[src/rtl/sertx_pkg.sv]
// Shared types for the serial transmitter.
// Assumes: nothing beyond the standard language.
package sertx_pkg;

    // Selects where the bit-advance strobe comes from.
    typedef enum logic [1:0] {
        TM_ASYNC    = 2'd0,
        TM_SYNC_MST = 2'd1,
        TM_SYNC_SLV = 2'd2
    } tmode_e;

    // Maps the two mode control bits onto a timing source.
    function automatic tmode_e pick_mode(input logic sync, input logic master);
        if (!sync)
            return TM_ASYNC;
        else if (master)
            return TM_SYNC_MST;
        else
            return TM_SYNC_SLV;
    endfunction

endpackage

[src/rtl/sertx_hold.sv]
// One-entry holding register in front of the frame shifter.
// Captures a write only while empty and empties when the shifter takes it.
// Assumes: take is asserted only while full is 1.
module sertx_hold #(
    parameter int DATA_W = 8
) (
    input  logic              clk,
    input  logic              rst_n,
    input  logic              wr_stb,
    input  logic [DATA_W-1:0] wr_data,
    input  logic              wr_bit9,
    input  logic              take,
    output logic              full,
    output logic [DATA_W-1:0] data,
    output logic              bit9
);

    // Accepts a byte when empty and releases it on take.
    always_ff @(posedge clk) begin
        if (!rst_n) begin
            full <= 1'b0;
            data <= '0;
            bit9 <= 1'b0;
        end else if (take) begin
            full <= 1'b0;
        end else if (wr_stb && !full) begin
            full <= 1'b1;
            data <= wr_data;
            bit9 <= wr_bit9;
        end
    end

endmodule

[src/rtl/sertx_timing.sv]
// Bit timing unit: produces a one-cycle step strobe at the end of each bit.
// Asynchronous: counts baud ticks up to the selected bit length.
// Synchronous master: each bit is one tick with the clock low, then one tick high.
// Synchronous slave: steps on each synchronised falling edge of the external clock.
// Assumes: load and busy come from the shift unit, and load happens only while idle.
module sertx_timing
    import sertx_pkg::*;
#(
    parameter int TICKS_LO    = 16,
    parameter int TICKS_HI    = 4,
    parameter int SYNC_STAGES = 2
) (
    input  logic   clk,
    input  logic   rst_n,
    input  tmode_e mode,
    input  logic   fast,
    input  logic   busy,
    input  logic   load,
    input  logic   baud_tick,
    input  logic   sck_in,
    output logic   step,
    output logic   sck_out
);

    localparam int TMAX  = (TICKS_LO > TICKS_HI) ? TICKS_LO : TICKS_HI;
    localparam int CNT_W = $clog2(TMAX + 1);

    logic [CNT_W-1:0]     cnt;
    logic [CNT_W-1:0]     lim_m1;
    logic                 phase;
    logic [SYNC_STAGES:0] sck_pipe;
    logic                 sck_fall;
    logic                 async_end;
    logic                 mst_end;

    assign lim_m1    = fast ? CNT_W'(TICKS_HI - 1) : CNT_W'(TICKS_LO - 1);
    assign sck_fall  = sck_pipe[SYNC_STAGES] & ~sck_pipe[SYNC_STAGES-1];
    assign async_end = (mode == TM_ASYNC) && baud_tick && (cnt >= lim_m1);
    assign mst_end   = (mode == TM_SYNC_MST) && baud_tick && phase;

    // Raises the step strobe when the current bit has run its course.
    always_comb begin
        step = 1'b0;
        if (busy)
            step = async_end || mst_end || ((mode == TM_SYNC_SLV) && sck_fall);
    end

    // Counts baud ticks within an asynchronous bit.
    always_ff @(posedge clk) begin
        if (!rst_n)
            cnt <= '0;
        else if (load)
            cnt <= '0;
        else if (busy && mode == TM_ASYNC && baud_tick)
            cnt <= (cnt >= lim_m1) ? '0 : cnt + CNT_W'(1);
    end

    // Generates the master shift clock, low half first.
    always_ff @(posedge clk) begin
        if (!rst_n) begin
            phase   <= 1'b0;
            sck_out <= 1'b0;
        end else if (load || !busy || mode != TM_SYNC_MST) begin
            phase   <= 1'b0;
            sck_out <= 1'b0;
        end else if (baud_tick) begin
            phase   <= ~phase;
            sck_out <= ~phase;
        end
    end

    // Synchronises the external clock and keeps one older sample for edge detection.
    always_ff @(posedge clk) begin
        if (!rst_n)
            sck_pipe <= '0;
        else
            sck_pipe <= {sck_pipe[SYNC_STAGES-1:0], sck_in};
    end

endmodule

[src/rtl/sertx_shift.sv]
// Frame shift register: builds a frame at load and shifts it out LSB first.
// Asynchronous frames are start, data, optional ninth bit, stop. A break frame is a
// start bit plus BRK_ZEROS zeros plus a stop bit. Synchronous frames carry data only.
// Assumes: load is asserted only while busy is 0.
module sertx_shift #(
    parameter int DATA_W    = 8,
    parameter int BRK_ZEROS = 12
) (
    input  logic              clk,
    input  logic              rst_n,
    input  logic              load,
    input  logic              sync,
    input  logic              nine,
    input  logic [DATA_W-1:0] data,
    input  logic              bit9,
    input  logic              brk_pend,
    input  logic              step,
    output logic              busy,
    output logic              txd,
    output logic              brk_done
);

    localparam int ASYNC_W = DATA_W + 3;
    localparam int BRK_W   = BRK_ZEROS + 2;
    localparam int FRAME_W = (ASYNC_W > BRK_W) ? ASYNC_W : BRK_W;
    localparam int CNT_W   = $clog2(FRAME_W + 1);

    logic [FRAME_W-1:0] sreg;
    logic [FRAME_W-1:0] vec;
    logic [CNT_W-1:0]   left;
    logic [CNT_W-1:0]   nbits;
    logic               is_brk;
    logic               last;

    assign last     = (left == CNT_W'(1));
    assign txd      = busy ? sreg[0] : 1'b1;
    assign brk_done = busy && step && last && is_brk;

    // Assembles the frame image and its bit count for the coming load.
    always_comb begin
        vec   = '1;
        nbits = '0;
        if (sync) begin
            vec[DATA_W-1:0] = data;
            if (nine)
                vec[DATA_W] = bit9;
            nbits = CNT_W'(DATA_W) + CNT_W'(nine);
        end else if (brk_pend) begin
            vec[BRK_ZEROS:0] = '0;
            nbits = CNT_W'(BRK_W);
        end else begin
            vec[0]          = 1'b0;
            vec[DATA_W:1]   = data;
            if (nine)
                vec[DATA_W+1] = bit9;
            nbits = CNT_W'(DATA_W + 2) + CNT_W'(nine);
        end
    end

    // Loads a frame, then shifts one bit per step until the count runs out.
    always_ff @(posedge clk) begin
        if (!rst_n) begin
            sreg   <= '1;
            left   <= '0;
            busy   <= 1'b0;
            is_brk <= 1'b0;
        end else if (load) begin
            sreg   <= vec;
            left   <= nbits;
            busy   <= 1'b1;
            is_brk <= !sync && brk_pend;
        end else if (busy && step) begin
            sreg <= {1'b1, sreg[FRAME_W-1:1]};
            left <= left - CNT_W'(1);
            if (last) begin
                busy   <= 1'b0;
                is_brk <= 1'b0;
            end
        end
    end

endmodule

[src/rtl/sertx_top.sv]
// Serial transmitter top: holding register, frame shifter, bit timing and the
// self-clearing break request.
// Assumes: baud_tick is a one-cycle pulse and sck_in is asynchronous to clk.
module sertx_top
    import sertx_pkg::*;
#(
    parameter int DATA_W      = 8,
    parameter int TICKS_LO    = 16,
    parameter int TICKS_HI    = 4,
    parameter int BRK_ZEROS   = 12,
    parameter int SYNC_STAGES = 2
) (
    input  logic              clk,
    input  logic              rst_n,
    input  logic              baud_tick,
    input  logic              wr_stb,
    input  logic [DATA_W-1:0] wr_data,
    input  logic              cfg_tx_en,
    input  logic              cfg_sync,
    input  logic              cfg_master,
    input  logic              cfg_fast,
    input  logic              cfg_nine,
    input  logic              cfg_bit9,
    input  logic              brk_req,
    input  logic              rx_en,
    input  logic              sck_in,
    output logic              txd,
    output logic              sck_out,
    output logic              sck_oe,
    output logic              shift_empty,
    output logic              hold_full,
    output logic              brk_pending
);

    tmode_e            mode;
    logic              tx_go;
    logic              take;
    logic              busy;
    logic              step;
    logic              brk_done;
    logic [DATA_W-1:0] hold_data;
    logic              hold_bit9;

    assign mode        = pick_mode(cfg_sync, cfg_master);
    assign tx_go       = cfg_tx_en && !(cfg_sync && rx_en);
    assign take        = hold_full && !busy && tx_go;
    assign shift_empty = !busy;
    assign sck_oe      = cfg_sync && cfg_master;

    // Holds the break request until a break frame completes; a new request wins.
    always_ff @(posedge clk) begin
        if (!rst_n)
            brk_pending <= 1'b0;
        else
            brk_pending <= brk_req || (brk_pending && !brk_done);
    end

    sertx_hold #(.DATA_W(DATA_W)) u_hold (
        .clk     (clk),
        .rst_n   (rst_n),
        .wr_stb  (wr_stb),
        .wr_data (wr_data),
        .wr_bit9 (cfg_bit9),
        .take    (take),
        .full    (hold_full),
        .data    (hold_data),
        .bit9    (hold_bit9)
    );

    sertx_shift #(.DATA_W(DATA_W), .BRK_ZEROS(BRK_ZEROS)) u_shift (
        .clk      (clk),
        .rst_n    (rst_n),
        .load     (take),
        .sync     (cfg_sync),
        .nine     (cfg_nine),
        .data     (hold_data),
        .bit9     (hold_bit9),
        .brk_pend (brk_pending),
        .step     (step),
        .busy     (busy),
        .txd      (txd),
        .brk_done (brk_done)
    );

    sertx_timing #(
        .TICKS_LO    (TICKS_LO),
        .TICKS_HI    (TICKS_HI),
        .SYNC_STAGES (SYNC_STAGES)
    ) u_timing (
        .clk       (clk),
        .rst_n     (rst_n),
        .mode      (mode),
        .fast      (cfg_fast),
        .busy      (busy),
        .load      (take),
        .baud_tick (baud_tick),
        .sck_in    (sck_in),
        .step      (step),
        .sck_out   (sck_out)
    );

endmodule

[config.mk]
export PLATFORM = sky130hd
export DESIGN_NAME = sertx_top
export DESIGN_NICKNAME = d
export VERILOG_FILES = /design/src/rtl/sertx_pkg.sv /design/src/rtl/sertx_hold.sv /design/src/rtl/sertx_timing.sv /design/src/rtl/sertx_shift.sv /design/src/rtl/sertx_top.sv
export SDC_FILE = /design/constraint.sdc
export NUM_CORES = 1
export LEC_CHECK = 0
export ABC_AREA = 1
export ABC_CLOCK_PERIOD_IN_PS = 2200
export CORE_UTILIZATION = 45
export CTS_CLUSTER_SIZE = 28
export DETAILED_ROUTE_END_ITERATION = 16
export PLACE_DENSITY = 0.67
export SLEW_MARGIN = 40
export SYNTH_ARGS = -nofsm -noshare
export SYNTH_HDL_FRONTEND = slang
export SYNTH_SLANG_ARGS = --single-unit
[constraint.sdc]
create_clock -name clk -period 2.2 [get_ports clk]
set_input_delay 0.33 -clock clk [delete_from_list [all_inputs] [get_ports clk]]
set_output_delay 0.33 -clock clk [all_outputs]
set_load 0.02 [all_outputs]
-- Yosys cells after proc, flatten, opt, wreduce, memory -nomap -nowiden
Index checks and enable logic that the tools add are counted.
- flip-flop bits (word level): 39
- bits in latches: 0
- RAM bits: 0
- ROM bits: 0
- output and inout bits: 6
- memories: 0
- add/subtract/negate cells: 4
- multipliers: 0
- divide/modulo/power cells: 0
- magnitude comparators: 1
- equal/unequal tests: 4
- shifts and indexed selects: 0
- mux-type cells: 21
- bitwise gates (word level): 5
- reduce and logical (&&, ||, !) cells: 35
- operator list (cell ; number):
    13-bit 2-to-1 mux ; 2
    4-bit 2-to-1 mux ; 6
    1-bit logical AND ; 18
    10-bit 2-to-1 mux ; 1
    9-bit 2-to-1 mux ; 1
    4-bit by 1-bit adder with 4-bit output (first input constant) ; 2
    1-bit 2-to-1 mux ; 7
    5-bit by 1-bit adder with 5-bit output (second input constant) ; 1
    5-bit greater-or-equal comparator ; 1
    1-bit logical NOT ; 5
    1-bit logical OR ; 5
    5-bit 2-to-1 mux ; 1
    4-bit by 1-bit == test with 1-bit output (second input constant) ; 1
    2-bit 2-to-1 mux ; 2
    1-bit inverter ; 4
    2-bit AND reduction ; 2
    2-bit nonzero test ; 2
    2-bit OR reduction ; 2
    4-bit by 1-bit subtractor with 4-bit output (second input constant) ; 1
    3-bit 2-to-1 mux ; 1
    2-bit by 1-bit == test with 1-bit output (second input constant) ; 1
    2-bit == test (second input constant) ; 1
    2-bit logical NOT ; 1
    2-bit by 1-bit inequality test with 1-bit output (second input constant) ; 1
    1-bit bitwise AND ; 1

-- Longest topological paths before layout
Gate-level depths: netlist (run 1).
- depth after elaboration: 14
- gate-level depth with buffers: 10
- mapped depth without buffers: 10

-- By module
From an unflattened synthesis (run 1), not the netlist that was laid out.
- cells, all modules: 310
- area total of the unflattened synthesis: 2054.5 um2
- by module, submodules not included (module ; times used ; cells each ; area each (um2) ; seq. area each (um2)):
    sertx_shift ; 1 ; 158 ; 1036.0 ; 380.4
    sertx_timing ; 1 ; 76 ; 516.7 ; 180.2
    sertx_hold ; 1 ; 61 ; 425.4 ; 200.2
    sertx_top ; 1 ; 15 ; 76.3 ; 20.0

-- Worst setup path after synthesis (run 1)
OpenSTA, ideal clock, no wires.
- path kind: input -> register
- start: input cfg_fast
- end: register u_shift.sreg[4]
- setup time: 0.120 ns
- data arrival time: 1.351 ns
- path slack: 0.729 ns
- cell stages on the path: 10
- cells stage by stage: ha_1 nand3_1 nand2_1 nand2_1 nand2_1 nand2_2 nand3_4 buf_4 a21oi_1 o21ai_1
- cells in the longest elaborated chain, start to end: 8
- ends and longest elaborated chain (item ; line ; RTL):
    start, declared ; sertx_top.sv:21 ; input logic cfg_fast,
    4-bit 2-to-1 mux ; sertx_timing.sv:36 ; assign lim_m1 = fast ? CNT_W'(TICKS_HI - 1) : CNT_W'(TICKS_LO - 1);
    5-bit greater-or-equal comparator ; sertx_timing.sv:38 ; assign async_end = (mode == TM_ASYNC) && baud_tick && (cnt >= lim_m1);
    1-bit logical AND ; sertx_timing.sv:38 ;
    1-bit logical OR (2 in series) ; sertx_timing.sv:45 ; step = async_end || mst_end || ((mode == TM_SYNC_SLV) && sck_fall);
    1-bit 2-to-1 mux ; sertx_timing.sv:44 ; if (busy)
    1-bit logical AND ; sertx_shift.sv:72 ; end else if (busy && step) begin
    2-bit nonzero test (no line) ; n/a ;
    end signal, assigned ; sertx_shift.sv:68 ; sreg <= vec;
    end signal, assigned ; sertx_shift.sv:73 ; sreg <= {1'b1, sreg[FRAME_W-1:1]};
    end, declared ; sertx_shift.sv:28 ; logic [FRAME_W-1:0] sreg;
Every way passes these cells.
A chain may end at the register's enable or synchronous reset.

-- Worst setup path after layout (run 1)
- start: input cfg_sync
- end: output sck_oe
- cells in the longest elaborated chain, start to end: 1
- ends and longest elaborated chain (item ; line ; RTL):
    start, declared ; sertx_top.sv:19 ; input logic cfg_sync,
    1-bit logical AND ; sertx_top.sv:48 ; assign sck_oe = cfg_sync && cfg_master;
    end, declared ; sertx_top.sv:29 ; output logic sck_oe,
Every way passes these cells.

==> results of run 1 <==
==> registers in the layout, indices dropped and copies added (netlist names) <==
name               flops
u_shift.left           4
u_shift.is_brk         1
u_shift.sreg          13
u_timing.sck_out       1
u_hold.bit9            1
u_timing.cnt           5
brk_pending            1
u_shift.busy           1
u_hold.full            1
u_hold.data            8
u_timing.sck_pipe      3
==> critical path: cells and delay by family <==
kind | cells | cell delay, ns
AND/OR/NAND/NOR | 1 | 0.12
buffers and inverters | 3 | 1.28
==> Yosys cell counts (5+ instances only) <==
library cell,number,share of area (%)
ha_1,5,3.4
o21ai_0,29,8.0
dfxtp_1,39,43
o21ai_1,5,1.4
o211ai_1,13,5.4
a21oi_1,13,3.6
inv_1,28,5.8
clkbuf_1,5,1.0
nand3_1,17,4.7
nor2_1,29,6.0
inv_2,6,1.2
nand2_1,37,7.6
==> area by class of cell <==
cell class / instances / share of cell area, %
multi-input combinational: 165 / 38.6
timing repair buffer: 32 / 13.6
clock buffer: 8 / 4.46
tap: 48 / 2.68
sequential: 39 / 34.8
inverter: 35 / 5.86
==> per-stage QoR <==
stage	power [uW]	setup WS (ns)
after floorplan	913	0.729
after global placement	995	0.130
after detailed placement	1000	0.0897
after global routing	1590	0.0789
after CTS	1530	0.142
final	1510	0.141
==> routing by layer <==
metal / track usage [%] / vias up / part of all wire (%)
met5: 0 / - / 0
met2: 38.1 / 29 / 49
met4: 7.61 / 0 / 1.2
li1: - / 881 / -
met3: 5.56 / 4 / 3.3
met1: 24.1 / 745 / 46
==> where the power goes <==
| part | internal [uW] | total (uW) | switching [uW] |
|---|---|---|---|
| logic | 97.8 | 214 | 116 |
| registers | 746 | 768 | 22.6 |
| clock network | 286 | 527 | 241 |
| total | 1130 | 1510 | 379 |
==> how the worst min path moves through the flow <==
| stage | to | startpoint | slack (ns) |
|---|---|---|---|
| 6_report | u_timing.sck_pipe[1] | u_timing.sck_pipe[0] | 0.41 |
| 5_1_grt | u_timing.sck_pipe[1] | u_timing.sck_pipe[0] | 0.43 |
| 4_1_cts | u_timing.sck_pipe[1] | u_timing.sck_pipe[0] | 0.42 |
| 3_5_place_dp | u_timing.sck_pipe[1] | u_timing.sck_pipe[0] | 0.40 |
| 3_3_place_gp | u_timing.sck_pipe[1] | u_timing.sck_pipe[0] | 0.39 |
| 2_1_floorplan | u_timing.sck_pipe[1] | u_timing.sck_pipe[0] | 0.39 |
==> logic make-up (layout without fill, tap and decap cells) <==
kind of cell,after synthesis,after routing,share of synthesized area [%]
AND/OR/NAND/NOR,92,92,22.1
XOR/XNOR,5,5,2.41
AO/OA/AOI/OAI,63,63,19.5
buffers and inverters,44,75,9.62
flip-flops,39,39,42.9
adder cells (fa/ha/maj),5,5,3.44
==> flow_summary.json, run 1 <==
{
  "initial_utilization_pct": 48.3,
  "port_buffers": 26,
  "cp.arrival_ns": 1.73,
  "synth-seq-cells": 39,
  "postSynthAreaPerCell_um2": 7.34,
  "hold_buffers": 0,
  "dp_hpwl_um": 2880,
  "ys_types": 28,
  "whs_path_depth": 2,
  "route.detailed.wl_per_inst_um": 11.8,
  "startpoint_type": "primary input",
  "slowest_stage": "clkdlybuf4s50_1",
  "ys.flop_type": "dfxtp_1",
  "clock_skew_ns": 0.00754,
  "vias_per_cell": 5.07,
  "nets": 304,
  "rrSetupSlack_ns": 0.53,
  "cp_cell_sequence": "clkdlybuf4s50_1 -> nand2_1 -> inv_2 -> clkdlybuf4s50_1",
  "leakage_uw": 0.000989,
  "layout_min_cycle_time_ns": 2.06,
  "seqCellArea_um2": 781,
  "required_ns": 1.87,
  "fin_util_pct": 59.5,
  "syn-num-nets": 274,
  "outcome": "finished clean",
  "grt_pass1_vias": 1640,
  "synth_area_mm2": 0.00182,
  "async_reset_ff_share_pct": 0,
  "drt_pass1_iterations": 4,
  "crit_start": "cfg_sync",
  "insertedDiodeCount": 0,
  "antenna_found_initial": 0,
  "crit_path_end": "sck_oe",
  "grt-ovfl-total": 0,
  "place_area_mm2": 0.00214,
  "tritoncts": "built",
  "cts-root-buf": "clkbuf_8",
  "grt_start_max_net_pins": 25,
  "cts_buffers": 5,
  "max_freq_mhz": 486,
  "die_h_um": 65.6,
  "synth_seq_area_share_pct": 42.9,
  "num_vias": 1659,
  "ioPinCount": 27,
  "rsz0062_at_grt": "no",
  "cts.path.max_buffers": 2,
  "core_mm2": 0.00377,
  "whs_ns": 0.415,
  "worstSetupPathType": "primary input to output port",
  "yosysWarnings": 0,
  "cts_setup_buffers": 0,
  "r2r_cells": 10,
  "fin_tns_setup_ns": 0,
  "synth_edf_count": 0,
  "place_inst": 319,
  "ant_nets": 0,
  "multi_input_area_um2": 865,
  "cts-resized-gates": 0,
  "die_x_um": 65.6,
  "grt_pass1_wl_um": 6950,
  "htree_levels": 2,
  "end_kind": "output port",
  "drtIter0Drc": 59,
  "clk_latency_ns": 0.29,
  "fin_area_mm2": 0.00224,
  "nFillCells": 366,
  "synthCells": 248,
  "rows": 22,
  "ir_worst_vdd_mv": 0.327,
  "synthToLayoutAreaGrowth_pct": 23.2,
  "worstPathMaxFanout": 6,
  "r2r-end": "u_shift.left[1]",
  "reg2reg_from": "u_timing.cnt[2]",
  "slew_headroom_pct": 76.5,
  "instances_no_fill": 327,
  "final_cell_mix": "dfxtp_1, nand2_1, nor2_1, o21ai_0, inv_1",
  "grt_use_total_pct": 21.3,
  "routed_wl_um": 3840,
  "critPathMostFrequentCell": "clkdlybuf4s50_1",
  "drive_gt1_share_pct": 8.60,
  "cap_violations": 0,
  "drc": 0,
  "gp_congestion": 0.769,
  "setup_viol": 0,
  "dieArea_mm2": 0.00430,
  "min_period_over_period_pct": 93.6,
  "tightest_slew_ns": 0.352,
  "clkSlewWorstSetupHoldPaths_ns": 0.07,
  "powerDensity_mw_per_mm2": 673,
  "hold_violations": 0,
  "clock-sinks": 39,
  "max_stage_delay_ns": 0.61,
  "min_path_type": "flip-flop to flip-flop",
  "final_common_cell": "dfxtp_1",
  "slew_violations": 0
}
No activity file was read; power rests on OpenSTA's default activity.
==> inputs of run 2 (changes only) <==
--- a/config.mk
+++ b/config.mk
@@ -6,7 +6,8 @@
 export NUM_CORES = 1
 export LEC_CHECK = 0
 export ABC_AREA = 1
-export ABC_CLOCK_PERIOD_IN_PS = 2200
+export ABC_CLOCK_PERIOD_IN_PS = 2000
+export CORE_ASPECT_RATIO = 1.75
 export CORE_UTILIZATION = 45
 export CTS_CLUSTER_SIZE = 28
 export DETAILED_ROUTE_END_ITERATION = 16
==> constraint.sdc (replaced) <==
create_clock -name clk -period 2 [get_ports clk]
set_input_delay 0.3 -clock clk [delete_from_list [all_inputs] [get_ports clk]]
set_output_delay 0.3 -clock clk [all_outputs]
set_load 0.02 [all_outputs]
==> flow_summary.json, run 2 (synthesis results as in run 1) <==
{
  "num_vias": 1661,
  "nFillCells": 384,
  "end_kind": "output port",
  "reg2reg_from": "u_timing.cnt[2]",
  "slew_headroom_pct": 77.1,
  "whs_ns": 0.415,
  "final_common_cell": "dfxtp_1",
  "crit_start": "u_shift.busy",
  "grt_pass1_wl_um": 6980,
  "route.detailed.wl_per_inst_um": 12.0,
  "hold_buffers": 0,
  "cts_buffers": 5,
  "grt_use_total_pct": 21.4,
  "grt-ovfl-total": 0,
  "drt_pass1_iterations": 4,
  "finalPower_uw": 1590,
  "drive_gt1_share_pct": 9.54,
  "cts-resized-gates": 0,
  "cts_setup_buffers": 0,
  "drtIter0Drc": 32,
  "slew_violations": 0,
  "die_h_um": 86.1,
  "core_mm2": 0.00387,
  "initial_utilization_pct": 47.1,
  "tightest_slew_ns": 0.343,
  "hold_violations": 0,
  "worstSetupPathType": "flip-flop to output port",
  "htree_levels": 2,
  "min_path_type": "flip-flop to flip-flop",
  "cp.arrival_ns": 1.60,
  "leakage_uw": 0.00100,
  "route.met3.wl_um": 109,
  "cts-root-buf": "clkbuf_8",
  "dp_hpwl_um": 3070,
  "tritoncts": "built",
  "ioPinCount": 27,
  "largest_register_ffs": 13,
  "clock_skew_ns": 0.00232,
  "required_ns": 1.70,
  "dieArea_mm2": 0.00431,
  "clock-sinks": 39,
  "cts.path.max_buffers": 2,
  "final_cell_mix": "dfxtp_1, nand2_1, nor2_1, o21ai_0, inv_1",
  "vias_per_cell": 5.02,
  "worstHoldStart": "u_timing.sck_pipe[0]",
  "synthToLayoutAreaGrowth_pct": 24.5,
  "antenna_found_initial": 0,
  "startpoint_type": "flip-flop",
  "routed_wl_um": 3990,
  "clk_latency_ns": 0.29,
  "nets": 308,
  "port_buffers": 26,
  "drc": 0,
  "rows": 30,
  "layout_min_cycle_time_ns": 1.90,
  "dr.max_layer_used": "met4",
  "ant_nets": 0,
  "cap_violations": 0,
  "fin_tns_setup_ns": 0,
  "outcome": "finished clean",
  "ir_worst_vdd_mv": 0.591,
  "top_register": "u_shift.sreg",
  "rsz0062_at_grt": "no",
  "powerDensity_mw_per_mm2": 702,
  "min_period_over_period_pct": 95.1,
  "gp_congestion": 0.802,
  "wirelength_met1_um": 1590,
  "grt_start_max_net_pins": 25,
  "insertedDiodeCount": 0,
  "reg_top3": "u_shift.sreg x13, u_hold.data x8, u_timing.cnt x5",
  "setup_viol": 0,
  "clkSlewWorstSetupHoldPaths_ns": 0.07,
  "wl_met2_um": 2190,
  "max_freq_mhz": 526,
  "grt_pass1_vias": 1580,
  "die_x_um": 50.1,
  "worstPathMaxFanout": 4
}
run 2: stage by stage:
step                      util (%)  cells  setup slack (ns)  cell area (um^2)
final                         58.6    331            0.0983              2270
after global routing          58.6    331            0.0104              2270
after CTS                     58.6    331             0.103              2270
after detailed placement      56.5    323           -0.0164              2180
after global placement        56.5    323            0.0198              2180
after floorplan                  -    248             0.556              1820
run 2: power breakdown:
group	total (uW)	switching (uW)	internal, uW
combinational	244	129	115
clock	501	257	244
sequential	846	25.0	821
total	1590	411	1180
run 2: layout make-up:
type | count | area [um^2] | share of cell area [%]
clock buffer | 7 | 76.3 | 3.37
clock inverter | 1 | 5.00 | 0.221
inverter | 35 | 131 | 5.80
multi-input combinational | 165 | 865 | 38.2
sequential | 39 | 781 | 34.5
tap | 48 | 60.1 | 2.65
timing repair buffer | 36 | 348 | 15.4
run 2: routing by layer:
metal  global-route usage [%]  vias to the layer above
li1                         -                      884
met1                     21.5                      746
met2                     40.0                       24
met3                     4.96                        7
met4                     9.35                        0
met5                        0                        -
run 2: critical path, cell delays in order, from the launching register on:
cell             delay [ns]
dfxtp_1                0.41
inv_2                  0.08
or2_2                  0.27
clkdlybuf4s50_1        0.55
run 2: path summary, 6_finish.rpt:
kind	end	slack, ns	depth (start not counted)
max	txd	0.1	3
min	u_timing.sck_pipe[1]	0.41	2
max reg2reg	u_shift.sreg[4]	0.41	10
min reg2reg	u_timing.sck_pipe[1]	0.41	2
==> inputs of run 3 (changes only) <==
--- a/config.mk
+++ b/config.mk
@@ -8,10 +8,12 @@
 export ABC_AREA = 1
 export ABC_CLOCK_PERIOD_IN_PS = 2000
 export CORE_ASPECT_RATIO = 1.75
+export CORE_MARGIN = 5
 export CORE_UTILIZATION = 45
 export CTS_CLUSTER_SIZE = 28
 export DETAILED_ROUTE_END_ITERATION = 16
 export PLACE_DENSITY = 0.67
+export SKIP_LAST_GASP = 1
 export SLEW_MARGIN = 40
 export SYNTH_ARGS = -nofsm -noshare
 export SYNTH_HDL_FRONTEND = slang
==> flow_summary.json, run 3 (synthesis results as in run 1) <==
{
  "min_period_over_period_pct": 94.7,
  "synthToLayoutAreaGrowth_pct": 24.7,
  "port_buffers": 26,
  "slew_violations": 0,
  "cts_buffers": 5,
  "rsz0062_at_grt": "no",
  "netSwitchingFraction_pct": 25.7,
  "fin_area_mm2": 0.00227,
  "cts_setup_buffers": 0,
  "largest_register_ffs": 13,
  "end_kind": "output port",
  "critical_path.top_delay_family": "buffers and inverters",
  "final_cell_mix": "dfxtp_1, nand2_1, nor2_1, o21ai_0, inv_1",
  "final_common_cell": "dfxtp_1",
  "powerDensity_mw_per_mm2": 716,
  "cts-resized-gates": 0,
  "vias_per_cell": 5.04,
  "finalPower_uw": 1620,
  "leakage_uw": 0.00100,
  "ant_nets": 0,
  "grt_pass1_vias": 1575,
  "hold_buffers": 0,
  "cts.path.max_buffers": 2,
  "rows": 30,
  "p_int_uw": 1210,
  "nets": 306,
  "cp.arrival_ns": 1.59,
  "dieArea_mm2": 0.00547,
  "antenna_found_initial": 0,
  "whs_ns": 0.424,
  "ir_worst_vdd_mv": 0.633,
  "pwr-share-comb_pct": 15.1,
  "seq_power_share_pct": 52.1,
  "outcome": "finished clean",
  "critical_path_buf_inv_count": 2,
  "drt_pass1_iterations": 4,
  "slowest_stage": "clkdlybuf4s50_1",
  "reg_top3": "u_shift.sreg x13, u_hold.data x8, u_timing.cnt x5",
  "clkPwrFrac_pct": 32.7,
  "dp_hpwl_um": 3170,
  "drc": 0,
  "insertedDiodeCount": 0,
  "startpoint_type": "flip-flop",
  "clkSlewWorstSetupHoldPaths_ns": 0.07,
  "layout_min_cycle_time_ns": 1.89,
  "htree_levels": 2,
  "grt_pass1_wl_um": 7010,
  "worstPathMaxFanout": 4,
  "min_path_type": "flip-flop to flip-flop",
  "ioPinCount": 27,
  "routed_wl_um": 4200,
  "instances_no_fill": 328,
  "cts-root-buf": "clkbuf_8",
  "top_register": "u_shift.sreg",
  "die_h_um": 94.1,
  "slew_headroom_pct": 76.7,
  "clock-sinks": 39,
  "max_freq_mhz": 528,
  "grt-ovfl-total": 0,
  "tritoncts": "built",
  "nFillCells": 370,
  "max_stage_delay_ns": 0.55,
  "die_x_um": 58.1,
  "fin_util_pct": 58.1,
  "cap_violations": 0,
  "cp_cell_sequence": "inv_2 -> or2_2 -> clkdlybuf4s50_1",
  "multi_input_area_um2": 865,
  "core_mm2": 0.00390,
  "place_inst": 321,
  "gp_congestion": 0.819,
  "p_sw_uw": 418,
  "drtIter0Drc": 47,
  "clock_skew_ns": 0.00397,
  "grt_use_total_pct": 16.8,
  "clk_latency_ns": 0.29,
  "tightest_slew_ns": 0.349,
  "setup_viol": 0,
  "required_ns": 1.70,
  "route.detailed.wl_per_inst_um": 12.8,
  "drive_gt1_share_pct": 9.29,
  "worstSetupPathType": "flip-flop to output port",
  "hold_violations": 0,
  "place_area_mm2": 0.00218,
  "seqCellArea_um2": 781,
  "initial_utilization_pct": 46.6,
  "num_vias": 1654,
  "grt_start_max_net_pins": 25
}
-- run 3: changes by cell type in the layout (fill, tap and decap cells not counted), sizes merged --
cell and change:
clkbuf -1, buf -2
-- run 3: final cells by class --
cell class,instances,area share [%]
clock buffers,6,3.64
clock inverters,1,0.221
inverters,35,5.79
multi-input cells,165,38.1
flip-flops and latches,39,34.4
well taps,48,2.65
repair buffers,34,15.2
-- run 3: path summary, 6_finish.rpt --
path / startpoint / end / slack [ns] / depth (start not counted)
worst max-delay path: u_shift.busy / txd / 0.11 / 3
worst min register to register: u_timing.sck_pipe[0] / u_timing.sck_pipe[1] / 0.42 / 2
worst min-delay path: u_timing.sck_pipe[0] / u_timing.sck_pipe[1] / 0.42 / 2
worst max register to register: u_timing.cnt[3] / u_shift.sreg[8] / 0.39 / 10
-- run 3: metal layers --
metal	part of all wire (%)	GRT usage, %
met3	2.5	2.89
met5	0	0
met1	41	18.0
met2	53	30.3
met4	3.5	8.90
-- run 3: tightest hold or removal path: stages (launching register included) --
cell     delay [ns]
dfxtp_1        0.31
nand2_1        0.05
inv_1          0.04
-- run 3: per-stage QoR --
stage          worst slack [ns]  setup TNS [ns]
4_1_cts                  0.0995               0
3_5_place_dp            -0.0176         -0.0336
2_1_floorplan             0.556               0
6_report                  0.107               0
5_1_grt                  0.0384               0
3_3_place_gp             0.0282               0
-- run 3: power groups by stage --
stage | clock (uW) | combinational (uW) | sequential, uW
finish | 532 | 246 | 847
global route | 579 | 276 | 851
CTS | 540 | 248 | 847
detailed placement | 0 | 246 | 865
global placement | 0 | 244 | 863
floorplan | 0 | 143 | 861
